### src/rtl/ecp_pkg.sv
// Shared types for the early-output cancelling pipeline.
// Assumes one bit of payload per dual-rail channel.
package ecp_pkg;

    // Dual-rail code words.
    localparam logic [1:0] DR_NULL = 2'b00;
    localparam logic [1:0] DR_ZERO = 2'b01;
    localparam logic [1:0] DR_ONE  = 2'b10;

    // What a pipeline cell currently holds.
    typedef enum logic [1:0] {
        SLOT_EMPTY = 2'd0,
        SLOT_TOKEN = 2'd1,
        SLOT_ANTI  = 2'd2
    } slot_kind_e;

    typedef struct packed {
        slot_kind_e kind;
        logic       val;
    } slot_t;

    localparam slot_t SLOT_NONE = '{kind: SLOT_EMPTY, val: 1'b0};

    // Output handshake phases of the join.
    typedef enum logic [1:0] {
        OUT_IDLE = 2'd0,
        OUT_HOLD = 2'd1,
        OUT_RTZ  = 2'd2
    } out_phase_e;

    function automatic logic dr_is_data(input logic [1:0] code);
        return (code == DR_ZERO) || (code == DR_ONE);
    endfunction

    function automatic logic [1:0] dr_encode(input logic bit_val);
        return bit_val ? DR_ONE : DR_ZERO;
    endfunction

endpackage

### src/rtl/ecp_cell.sv
// One pipeline cell holding nothing, a forward token or a backward cancel.
// Assumes the neighbours compute the leave strobes from the same current
// state, so every item is moved or destroyed in exactly one place.
// A token and a cancel that enter the same empty cell together destroy
// each other, which removes the need for any arbitration.
module ecp_cell
    import ecp_pkg::*;
(
    input  logic  clk,
    input  logic  rst_n,
    input  logic  fwd_in,
    input  logic  fwd_val,
    input  logic  back_in,
    input  logic  tok_leave,
    input  logic  anti_leave,
    output slot_t q
);

    slot_t d;

    // Next content from the current content and the offers on each side.
    always_comb begin
        d = q;
        case (q.kind)
            SLOT_TOKEN: if (tok_leave)  d = SLOT_NONE;
            SLOT_ANTI:  if (anti_leave) d = SLOT_NONE;
            default: begin
                if (fwd_in && back_in) d = SLOT_NONE;
                else if (fwd_in)       d = '{kind: SLOT_TOKEN, val: fwd_val};
                else if (back_in)      d = '{kind: SLOT_ANTI,  val: 1'b0};
                else                   d = SLOT_NONE;
            end
        endcase
    end

    // Cell register with synchronous reset to empty.
    always_ff @(posedge clk) begin
        if (!rst_n) q <= SLOT_NONE;
        else        q <= d;
    end

endmodule

### src/rtl/ecp_chain.sv
// A chain of DEPTH cells between one dual-rail source and the join.
// Tokens move toward the head and cancels move toward the source, one cell
// per cycle. A cancel parked in the first cell waits for the source's
// token, destroys it, and the token is acknowledged as if accepted.
// Assumes DEPTH >= 1 and a source that obeys the four-phase protocol.
module ecp_chain
    import ecp_pkg::*;
#(
    parameter int DEPTH = 4
) (
    input  logic       clk,
    input  logic       rst_n,
    input  logic [1:0] src_rail,
    output logic       src_ack,
    output slot_t      head,
    input  logic       head_take,
    input  logic       head_anti
);

    localparam int LAST = DEPTH - 1;

    slot_t cell_q [DEPTH];
    logic  ack_q;
    logic  src_fresh;
    logic  src_take;

    assign src_fresh = !ack_q && dr_is_data(src_rail);
    assign src_take  = src_fresh && (cell_q[0].kind != SLOT_TOKEN);

    // Source acknowledge: set on take, cleared once the source is back to empty.
    always_ff @(posedge clk) begin
        if (!rst_n)                            ack_q <= 1'b0;
        else if (src_take)                     ack_q <= 1'b1;
        else if (ack_q && src_rail == DR_NULL) ack_q <= 1'b0;
    end

    for (genvar i = 0; i < DEPTH; i++) begin : g_cell
        logic fwd_in;
        logic fwd_val;
        logic back_in;
        logic tok_leave;
        logic anti_leave;

        if (i == 0) begin : g_first
            assign fwd_in     = src_fresh;
            assign fwd_val    = src_rail[1];
            assign anti_leave = src_fresh;
        end else begin : g_inner_left
            assign fwd_in     = cell_q[i-1].kind == SLOT_TOKEN;
            assign fwd_val    = cell_q[i-1].val;
            assign anti_leave = cell_q[i-1].kind != SLOT_ANTI;
        end

        if (i == LAST) begin : g_head
            assign back_in   = head_anti;
            assign tok_leave = head_take;
        end else begin : g_inner_right
            assign back_in   = cell_q[i+1].kind == SLOT_ANTI;
            assign tok_leave = cell_q[i+1].kind != SLOT_TOKEN;
        end

        ecp_cell u_cell (
            .clk        (clk),
            .rst_n      (rst_n),
            .fwd_in     (fwd_in),
            .fwd_val    (fwd_val),
            .back_in    (back_in),
            .tok_leave  (tok_leave),
            .anti_leave (anti_leave),
            .q          (cell_q[i])
        );
    end

    assign head    = cell_q[LAST];
    assign src_ack = ack_q;

endmodule

### src/rtl/ecp_join.sv
// Early-output AND join between two chain heads and the consumer.
// Fires when both heads hold tokens, or when one head holds a zero and the
// other head is empty; in the latter case it injects a cancel into the
// empty head. A head holding a cancel blocks early firing, so a cell never
// has to hold two items. Assumes a four-phase consumer.
module ecp_join
    import ecp_pkg::*;
(
    input  logic       clk,
    input  logic       rst_n,
    input  slot_t      head_a,
    input  slot_t      head_b,
    input  logic       y_ack,
    output logic       take_a,
    output logic       take_b,
    output logic       anti_a,
    output logic       anti_b,
    output logic [1:0] y_rail
);

    out_phase_e phase_q;
    logic       res_q;
    logic       ready;
    logic       tok_a;
    logic       tok_b;
    logic       both;
    logic       early_a;
    logic       early_b;
    logic       fire;

    // Firing decision from the two heads.
    always_comb begin
        ready   = (phase_q == OUT_IDLE) && !y_ack;
        tok_a   = head_a.kind == SLOT_TOKEN;
        tok_b   = head_b.kind == SLOT_TOKEN;
        both    = tok_a && tok_b;
        early_a = tok_a && !head_a.val && (head_b.kind == SLOT_EMPTY);
        early_b = tok_b && !head_b.val && (head_a.kind == SLOT_EMPTY);
        fire    = ready && (both || early_a || early_b);
        take_a  = ready && (both || early_a);
        take_b  = ready && (both || early_b);
        anti_b  = ready && early_a;
        anti_a  = ready && early_b;
    end

    // Output four-phase sequence and result register.
    always_ff @(posedge clk) begin
        if (!rst_n) begin
            phase_q <= OUT_IDLE;
            res_q   <= 1'b0;
        end else begin
            case (phase_q)
                OUT_IDLE: if (fire) begin
                    phase_q <= OUT_HOLD;
                    res_q   <= both && head_a.val && head_b.val;
                end
                OUT_HOLD: if (y_ack)  phase_q <= OUT_RTZ;
                OUT_RTZ:  if (!y_ack) phase_q <= OUT_IDLE;
                default:  phase_q <= OUT_IDLE;
            endcase
        end
    end

    assign y_rail = (phase_q == OUT_HOLD) ? dr_encode(res_q) : DR_NULL;

endmodule

### src/rtl/early_and_cancel_pipe.sv
// Top level: two cancelling chains feeding an early-output AND join.
// Chain lengths are independent parameters (each at least one cell).
module early_and_cancel_pipe
    import ecp_pkg::*;
#(
    parameter int DEPTH_A = 4,
    parameter int DEPTH_B = 3
) (
    input  logic       clk,
    input  logic       rst_n,
    input  logic [1:0] a_rail,
    output logic       a_ack,
    input  logic [1:0] b_rail,
    output logic       b_ack,
    output logic [1:0] y_rail,
    input  logic       y_ack
);

    slot_t head_a;
    slot_t head_b;
    logic  take_a;
    logic  take_b;
    logic  anti_a;
    logic  anti_b;

    ecp_chain #(.DEPTH(DEPTH_A)) u_chain_a (
        .clk       (clk),
        .rst_n     (rst_n),
        .src_rail  (a_rail),
        .src_ack   (a_ack),
        .head      (head_a),
        .head_take (take_a),
        .head_anti (anti_a)
    );

    ecp_chain #(.DEPTH(DEPTH_B)) u_chain_b (
        .clk       (clk),
        .rst_n     (rst_n),
        .src_rail  (b_rail),
        .src_ack   (b_ack),
        .head      (head_b),
        .head_take (take_b),
        .head_anti (anti_b)
    );

    ecp_join u_join (
        .clk    (clk),
        .rst_n  (rst_n),
        .head_a (head_a),
        .head_b (head_b),
        .y_ack  (y_ack),
        .take_a (take_a),
        .take_b (take_b),
        .anti_a (anti_a),
        .anti_b (anti_b),
        .y_rail (y_rail)
    );

endmodule

### config.mk
export PLATFORM = sky130hd
export DESIGN_NAME = early_and_cancel_pipe
export DESIGN_NICKNAME = d
export VERILOG_FILES = /design/src/rtl/ecp_pkg.sv /design/src/rtl/ecp_cell.sv /design/src/rtl/ecp_chain.sv /design/src/rtl/ecp_join.sv /design/src/rtl/early_and_cancel_pipe.sv
export SDC_FILE = /design/constraint.sdc
export NUM_CORES = 1
export LEC_CHECK = 0
export BUFFER_PORTS_ARGS = -buffer_cell sky130_fd_sc_hd__buf_4
export CAP_MARGIN = 20
export CORE_MARGIN = 2
export CORE_UTILIZATION = 45
export CTS_CLUSTER_DIAMETER = 150
export DETAILED_ROUTE_END_ITERATION = 8
export GPL_TIMING_DRIVEN = 0
export PLACE_DENSITY = 0.73
export REMOVE_ABC_BUFFERS = 1
export SETUP_SLACK_MARGIN = 0.02
export SLEW_MARGIN = 20
export SYNTH_ARGS = -nofsm -noshare
export SYNTH_HDL_FRONTEND = slang
export SYNTH_SLANG_ARGS = --single-unit
### constraint.sdc
create_clock -name clk -period 1.3 [get_ports clk]
set_input_delay 0.26 -clock clk [delete_from_list [all_inputs] [get_ports clk]]
set_output_delay 0.26 -clock clk [all_outputs]
set_load 0.005 [all_outputs]
==> results of run 1 <==
-- sequential cells by signal (all words and copies together), names as in the netlist --
register,cells
u_join.phase_q,2
u_chain_b.g_cell.u_cell.q,9
u_chain_a.src_ack,1
u_chain_a.g_cell.u_cell.q,12
u_chain_b.src_ack,1
u_join.res_q,1
-- cells by family after synthesis --
family,Yosys count
multiplexers,10
AND/OR/NAND/NOR,65
adder cells (fa/ha/maj),19
flip-flops,26
AO/OA/AOI/OAI,29
buffers and inverters,24
-- per-layer routing --
layer  wire (microns)  part of all wire  vias up
li1                 -                 -      650
met1             1390              0.37      614
met2             2120              0.57       21
met3               97             0.026       10
met4               94             0.025        0
met5                0                 0        -
-- power by group --
| part | leakage [nW] | total (mW) | switching, mW | internal, mW |
|---|---|---|---|---|
| logic | 0.621 | 0.310 | 0.147 | 0.163 |
| clock network | 0.0210 | 0.415 | 0.243 | 0.172 |
| registers | 0.220 | 0.848 | 0.0270 | 0.821 |
-- cell type report --
class                           count  share of cell area
Timing Repair Buffer               30               0.112
Clock buffer                        4              0.0169
Multi-Input combinational cell    123               0.550
Inverter                           21              0.0378
Sequential cell                    26               0.257
Tap cell                           46              0.0268
-- layout by cell type (no fill, tap or decap), drive strengths merged, types with 5 or more instances in the layout --
master   n
nand2   16
ha      19
nor2     6
o21a     5
nor2b   16
buf     30
mux2i    7
a21oi    6
dfxtp   26
a22oi    7
inv     21
-- worst reg2reg max path, cell delays in order, from the launching register on --
cell and delay [ns]:
dfxtp_2 0.36, buf_4 0.13, ha_1 0.26, a22oi_4 0.28, mux2_4 0.32
-- synthesized netlist by cell type, types with 3 or more instances --
library cell,n
a21oi_1,6
a22o_1,3
a22oi_1,5
and2_1,4
dfxtp_1,26
ha_1,19
inv_1,21
mux2i_1,7
nand2_1,16
nand2b_1,3
nand3_1,3
nand3b_1,3
nand4_1,3
nor2_1,6
nor2b_1,16
nor3_1,3
nor3b_1,3
o21a_1,5
-- metrics by stage --
| stage | worst slack, ns | TNS, ns |
|---|---|---|
| 2_1_floorplan | -0.152 | -0.646 |
| 3_3_place_gp | -0.295 | -2.67 |
| 3_5_place_dp | -0.366 | -3.92 |
| 4_1_cts | -0.128 | -0.945 |
| 5_1_grt | -0.205 | -2.84 |
| 6_report | -0.146 | -1.22 |
-- timing repair --
item | in CTS | in global routing
hold endpoints to repair | 0 | 0
gates resized for setup | 65 | 19
pin swaps | 17 | 10
setup buffers | 15 | 5
gates cloned | 0 | 0
endpoints found under the setup margin | 25 | 25
-- path summary, 6_finish.rpt --
path,startpoint,endpoint,cells past startpoint
hold / removal,y_ack,u_join.phase_q[1],3
hold reg to reg,u_chain_b.g_cell[2].u_cell.q[0],u_chain_b.g_cell[2].u_cell.q[0],2
setup reg to reg,u_chain_a.g_cell[3].u_cell.q[2],u_chain_a.g_cell[3].u_cell.q[1],4
setup / recovery,u_chain_a.g_cell[3].u_cell.q[2],u_chain_a.g_cell[3].u_cell.q[1],4
==> out/metrics.cfg, run 1 <==
[outcome]
status = finished, violations left
violations = negative setup slack

[cts]
clk_pin_slew_ns = 0.14
cts_made_buffers = 3
cts_tree = built
hold_buffers = 0
clk_latency_ns = 0.33
htree_levels = 1
cts_buffer_depth = 2
cts.sinks = 26
clock_tree.root_cell = clkbuf_4

[floorplan]
core_sq_um = 3310
die_w_microns = 62.6
start_util = 0.466
die_area_sq_um = 3920
rows = 21
die_h_microns = 62.6
ios = 11

[timing]
whs_ns = 0.203
grt_setup_unrepaired = true
finalCritPeriodShare = 1.11
max_clock_freq_mhz = 692
setup_viol = 20
worst_pin_slew_ns = 0.288
report.final.hold_viol_count = 0
finClkSkew_ns = 0.00982
post-route-min-period_ns = 1.45
slew_viol_final = 0
slew_headroom = 0.808
fin_ws_ns = -0.146

[finish]
nNetsFinal = 231
ff_latch_area_sq_um = 553
finalNonFillerCells = 250
post-route-cell-area_sq_um = 2150
n_fill_cell = 250
syn_to_final_growth_pct = 39.3
n_antenna_cell = 0
multi_input_area_sq_um = 1180
drive_above_1_share = 0.485
utilization = 0.650

[synthesis]
yosys.area.top_type = dfxtp_1
synth_area_leaders = dfxtp_1, ha_1, nor2b_1, inv_1, mux2i_1
synth.distinct_cells = 33
synth_seq_cells = 26
syn_avg_cell_area_sq_um = 8.92
synth_top_family_by_area = simple AND/OR/NAND/NOR gates
async_flop_share = 0
synth_top_area_share = 0.337
synth_warnings = 0
synth_xor_area_frac = 0
ys_seq_area_frac = 0.337
synth_edf_count = 0
yosys.area_share.simple = 0.237
synth_ff_type = dfxtp_1
synth_mux_area_frac = 0.0697
synth_fa_ha_area_frac = 0.154
syn_area_sq_um = 1540
synth_compound_area_frac = 0.143
synthCells = 173

[route]
route.antenna.remaining_nets = 0
routed_wirelength_mm = 3.69
drtIter0Drc = 76
drc = 0
wl_per_cell_microns = 14.8
vias_per_cell = 5.18
vias = 1295
dr.pass1.iters = 4

[placed_design]
hpwl_mm = 2.23
placed_area_sq_um = 1660
dpl.cell_count = 226
gp_congestion = 0.769
portBuffers = 10

[power]
p_per_area_nw_per_um2 = 731
power.total_mw = 1.57
vdd_drop_max_mv = 0.776
p_leak_nw = 0.862

[grt]
grt_antenna_before_repair = 0
met2_usage = 0.397
grt_pass1_wl_mm = 6.20
top_usage_layer = met2
gr-usage-met1 = 0.204
first_global_vias = 1364
grt_max_degree = 33
grtUsageTotal = 0.199
gr-usage-met3 = 0.0486
grt_overflow = 0

[worst_setup_path]
rrSetupSlack_ns = -0.15
path_cells = buf_4, ha_1, a22oi_4, mux2_4
critPathKind = flop to flop
cp.arrival_ns = 1.69
slowest_delay_ns = 0.36
crit_fanout = 3
worstPathRequired_ns = 1.54
cp_top_family = flip-flops
slowest_stage = dfxtp_2
crit_path_start_kind = flop
cp-end-kind = flop
cp.buffers_inverters = 1

[min_path]
hold_class = input pin to flop

[job]
maxCapViolCount = 0

Power figures use the tool's default switching activity.
==> inputs of run 2 (changes only) <==
- CORE_MARGIN: 2 -> unset
- PLACE_DENSITY: 0.73 -> unset
==> run 2 against run 1 <==
Effect of this change: the flow still finishes with violations (negative setup slack); final cell count fell by 0.40%; largest power group unchanged; critical path type unchanged; die area shrank 6.3%; clock-buffer cell count is the same; sequential share of layout area is 1.2 points lower; worst hold slack worse by 0.053 ns; flip-flop and latch count unchanged; cell area rose by 5.8%.
==> out/metrics.cfg, run 2 (synthesis gave the netlist of run 1 again) <==
[finish]
syn_to_final_growth_pct = 47.3
largest-register = u_chain_a.g_cell.u_cell.q
finalNonFillerCells = 249  ; -0.40%
final_cell_mix = buf_4, nand2_1, nor2b_1
drive_above_1_share = 0.517  ; +0.0318
reg.largest.list = u_chain_a.g_cell.u_cell.q (12), u_chain_b.g_cell.u_cell.q (9), u_join.phase_q (2)
nNetsFinal = 232  ; +0.43%
largest_reg_flops = 12  ; unchanged
utilization = 0.721  ; +0.0718
n_antenna_cell = 0  ; unchanged
final_common_cell = buf_4

[route]
wl_per_cell_microns = 14.3  ; -3.0%
drc = 0  ; unchanged
drtIter0Drc = 30  ; -61%
route.antenna.remaining_nets = 0  ; unchanged
dr.pass1.iters = 3  ; -1
vias = 1282  ; -1.0%
vias_per_cell = 5.15  ; -0.61%
routed_wirelength_mm = 3.57  ; -3.4%

[grt]
grt_overflow = 0  ; unchanged
grt_max_degree = 33  ; unchanged
grt_antenna_before_repair = 0  ; unchanged
first_global_vias = 1375  ; +0.81%
grt_pass1_wl_mm = 5.91  ; -4.8%
grtUsageTotal = 0.214  ; +0.0153

[cts]
clk_latency_ns = 0.34  ; about the same
htree_levels = 1  ; unchanged
clk_pin_slew_ns = 0.15  ; about the same
cts_made_buffers = 3  ; unchanged
hold_buffers = 0  ; unchanged
clock_tree.root_cell = clkbuf_4
cts.sinks = 26  ; unchanged
cts_buffer_depth = 2  ; unchanged
cts_tree = built

[timing]
slew_headroom = 0.802  ; -0.00601
max_clock_freq_mhz = 678  ; -1.9%
final.setup.tns_ns = -1.80  ; -0.581 ns
report.final.hold_viol_count = 0  ; unchanged
worst_pin_slew_ns = 0.296  ; +0.00805 ns
fin_ws_ns = -0.174  ; -0.0284 ns
grt_setup_unrepaired = true
setup_viol = 21  ; +5.0%
finalCritPeriodShare = 1.13  ; +0.0219
post-route-min-period_ns = 1.47  ; +0.0284 ns
slew_viol_final = 0  ; unchanged
finClkSkew_ns = 0.0206  ; +0.0108 ns

[power]
power.total_mw = 1.61  ; +2.5%
p_per_area_nw_per_um2 = 709  ; -3.0%
p_leak_nw = 0.892  ; +3.5%
vdd_drop_max_mv = 0.384  ; -51%

[floorplan]
die_w_microns = 60.6  ; -3.2%
die_area_sq_um = 3670  ; -6.3%
ios = 11  ; unchanged
core_sq_um = 3150  ; -4.8%
start_util = 0.490  ; +0.0233
rows = 20  ; -4.8%
die_h_microns = 60.6  ; -3.2%

[worst_setup_path]
cp-end-kind = flop
slowest_delay_ns = 0.39  ; +0.03 ns
cp.arrival_ns = 1.73  ; +0.04 ns
slowest_stage = dfxtp_4
crit_path_frequent_cell = o21a_1
critPathKind = flop to flop
crit_fanout = 4  ; +1
path_cells = buf_12, ha_4, and3b_2, buf_4, o21a_1, o21a_1
worstPathRequired_ns = 1.56  ; +0.02 ns
crit_path_start_kind = flop

[placed_design]
dpl.cell_count = 224  ; -0.88%
hpwl_mm = 2.06  ; -7.9%
portBuffers = 10  ; unchanged
gp_congestion = 0.781  ; +1.6%
dp_slack_ns = -0.351  ; +0.0159 ns

[outcome]
violations = negative setup slack
status = finished, violations left

[min_path]
hold_class = input pin to flop

[job]
maxCapViolCount = 0  ; unchanged

==> run 2: cell count changes in the layout (fill, tap and decap cells not counted), sizes merged <==
cell,before,now
buf,30,31
==> run 2: metrics by stage <==
step,hold slack (ns),area (sq um)
global placement,0.468,1660
CTS,0.157,2140
finish,0.151,2270
global route,0.164,2270
detailed placement,0.472,1660
floorplan,0.376,1530
==> run 2: power breakdown <==
group / internal, mW / switching, mW / leakage [nW] / total [mW]
clock: 0.172 / 0.251 / 0.0210 / 0.423
combinational: 0.186 / 0.156 / 0.651 / 0.342
sequential: 0.818 / 0.0298 / 0.220 / 0.848
==> run 2: cell type report <==
class	instances	area, sq um
multi-input cells	123	1260
fillers	233	878
flip-flops and latches	26	557
repair buffers	31	278
inverters	21	88.8
well taps	44	55.1
clock buffers	4	36.3
==> run 2: final timing paths <==
check	from	endpoint	slack, ns	cells after the start
min	y_ack	u_join.phase_q[1]	0.15	3
min reg2reg	u_chain_b.g_cell[2].u_cell.q[0]	u_chain_b.g_cell[2].u_cell.q[0]	0.51	2
max	u_chain_b.g_cell[2].u_cell.q[1]	u_join.phase_q[0]	-0.17	6
max reg2reg	u_chain_b.g_cell[2].u_cell.q[1]	u_join.phase_q[0]	-0.17	6
==> run 2: routing by layer <==
layer | up-vias | track usage | part of all wire
met4 | 0 | 0.107 | 0.023
li1 | 656 | - | -
met3 | 7 | 0.0299 | 0.019
met1 | 605 | 0.263 | 0.46
met2 | 14 | 0.367 | 0.49
met5 | - | 0 | 0
==> run 2: timing repair <==
action | in CTS | in global routing
setup buffers | 15 | 6
resized for setup | 79 | 20
endpoints found under the hold margin | 0 | 0
pin swaps | 27 | 13
setup endpoints to repair | 25 | 25
==> run 2: worst max-delay path, delay by kind of cell (launching register included) <==
kind,cells,cell delay (ns)
compound gates,2,0.38
fa+ha+maj,1,0.14
buf+inv,2,0.26
flops,1,0.39
simple gates,1,0.23
==> inputs of run 3 (changes only) <==
==> constraint.sdc (replaced) <==
create_clock -name clk -period 1.3 [get_ports clk]
set_input_delay 0.13 -clock clk [delete_from_list [all_inputs] [get_ports clk]]
set_output_delay 0.13 -clock clk [all_outputs]
set_load 0.005 [all_outputs]
==> run 3 against run 2 <==
Effect of this change: the flow still finishes with violations (negative setup slack); flip-flop and latch count unchanged; clock skew increased by 0.0022 ns; fmax increased by 1.2%; combinational power decreased by 14%; first-iteration DRC count increased by 53%; core utilization decreased by 7.7 points; total power decreased by 3.4%; routed wire length decreased by 9.3%; clock power decreased by 2%; critical path type unchanged.
==> out/metrics.cfg, run 3 (synthesis gave the netlist of run 1 again) <==
[cts]
clk_pin_slew_ns = 0.16  ; about the same
cts_buffer_depth = 2  ; unchanged
cts_tree = built
hold_buffers = 0  ; unchanged
clk_latency_ns = 0.33  ; about the same
cts_made_buffers = 3  ; unchanged
clock_tree.root_cell = clkbuf_4
cts.sinks = 26  ; unchanged
htree_levels = 1  ; unchanged

[grt]
grt_overflow = 0  ; unchanged
grtUsageTotal = 0.204  ; -0.0102
grt_antenna_before_repair = 0  ; unchanged
first_global_vias = 1266  ; -7.9%
grt_pass1_wl_mm = 5.57  ; -5.7%
grt_max_degree = 33  ; unchanged

[min_path]
hold_class = input pin to flop

[timing]
finClkSkew_ns = 0.0228  ; +0.00222 ns
slew_viol_final = 0  ; unchanged
report.final.hold_viol_count = 0  ; unchanged
grt_setup_unrepaired = true
slew_headroom = 0.807  ; +0.00489
max_clock_freq_mhz = 686  ; +1.2%
fin_ws_ns = -0.157  ; +0.0174 ns
post-route-min-period_ns = 1.46  ; -0.0174 ns
worst_pin_slew_ns = 0.289  ; -0.00731 ns
whs_ns = 0.0307  ; -0.120 ns
setup_viol = 14  ; -33%
finalCritPeriodShare = 1.12  ; -0.0134
final.setup.tns_ns = -1.00  ; +0.796 ns

[finish]
largest-register = u_chain_a.g_cell.u_cell.q
final_common_cell = buf_4
final_cell_mix = buf_4, nor2b_1, nand2_1
largest_reg_flops = 12  ; unchanged
nNetsFinal = 221  ; -4.7%
drive_above_1_share = 0.428  ; -0.0892
utilization = 0.644  ; -0.0770
reg.largest.list = u_chain_a.g_cell.u_cell.q (12), u_chain_b.g_cell.u_cell.q (9), u_join.phase_q (2)
n_antenna_cell = 0  ; unchanged
n_fill_cell = 276  ; +18%
syn_to_final_growth_pct = 31.6

[placed_design]
hpwl_mm = 2.06  ; unchanged
portBuffers = 10  ; unchanged
dp_slack_ns = -0.301  ; +0.0494 ns
gp_congestion = 0.781  ; unchanged

[route]
drc = 0  ; unchanged
wl_per_cell_microns = 13.6  ; -5.1%
route.antenna.remaining_nets = 0  ; unchanged
dr.pass1.iters = 4  ; +1
vias_per_cell = 5.16  ; +0.30%
drtIter0Drc = 46  ; +53%
vias = 1229  ; -4.1%
routed_wirelength_mm = 3.24  ; -9.3%

[outcome]
status = finished, violations left
violations = negative setup slack

[worst_setup_path]
crit_fanout = 4  ; unchanged
cp-end-kind = flop
critPathKind = flop to flop
crit_path_start_kind = flop
worstPathRequired_ns = 1.51  ; -0.05 ns
cp.arrival_ns = 1.67  ; -0.06 ns

[power]
p_leak_nw = 0.806  ; -9.6%
vdd_drop_max_mv = 0.483  ; +26%
p_per_area_nw_per_um2 = 767  ; +8.1%
power.total_mw = 1.56  ; -3.4%

[job]
maxCapViolCount = 0  ; unchanged

[floorplan]
rows = 20  ; unchanged
die_h_microns = 60.6  ; unchanged
core_sq_um = 3150  ; unchanged
die_area_sq_um = 3670  ; unchanged
start_util = 0.490  ; unchanged
die_w_microns = 60.6  ; unchanged
ios = 11  ; unchanged

## run 3: cell types whose count changed in the layout (fill, tap and decap cells not counted), sizes merged
cell,before,now
buf,31,20
## run 3: where the power goes
group          leakage, nW  switching [mW]  internal, mW  total [mW]
registers            0.219          0.0293         0.823       0.852
clock network       0.0210           0.242         0.171       0.413
logic                0.566           0.138         0.155       0.293
## run 3: critical path, cell delays in order (launching register included)
cell and delay, ns:
dfxtp_2 0.37, inv_2 0.06, ha_1 0.15, nor2b_4 0.19, o21ai_2 0.09, a22oi_4 0.19
mux2_4 0.32
## run 3: path summary, 6_finish.rpt
check                                        from  cells after the start  slack [ns]                         endpoint
setup / recovery  u_chain_b.g_cell[2].u_cell.q[1]                      6       -0.16  u_chain_a.g_cell[3].u_cell.q[1]
hold / removal                              y_ack                      3        0.03                u_join.phase_q[1]
setup reg to reg  u_chain_b.g_cell[2].u_cell.q[1]                      6       -0.16  u_chain_a.g_cell[3].u_cell.q[1]
hold reg to reg   u_chain_b.g_cell[2].u_cell.q[0]                      2        0.49  u_chain_b.g_cell[2].u_cell.q[0]
## run 3: cell type report
| class | count | area, sq um | share of cell area |
|---|---|---|---|
| clock buffer | 4 | 36.3 | 0.0179 |
| inverter | 21 | 81.3 | 0.0400 |
| multi-input combinational | 123 | 1160 | 0.571 |
| sequential | 26 | 549 | 0.270 |
| tap | 44 | 55.1 | 0.0271 |
| timing repair buffer | 20 | 150 | 0.0739 |
## run 3: metal layers
| metal | vias to the layer above | routed length [microns] | GRT usage |
|---|---|---|---|
| li1 | 631 | - | - |
| met3 | 8 | 83 | 0.0299 |
| met1 | 573 | 1540 | 0.257 |
| met5 | - | 0 | 0 |
| met2 | 17 | 1550 | 0.345 |
| met4 | 0 | 61 | 0.0942 |
## run 3: what timing repair did
action	CTS	global route
resized for setup	59	13
buffers inserted	8	2
endpoints found under the setup margin	25	25
pin swaps	14	5
gates cloned	0	0
## run 3: metrics by stage
stage                     cells  cell area (sq um)
after global placement      224               1660
final                       238               2030
after global routing        238               2030
after detailed placement    224               1660
after floorplan             170               1530
after CTS                   236               1950
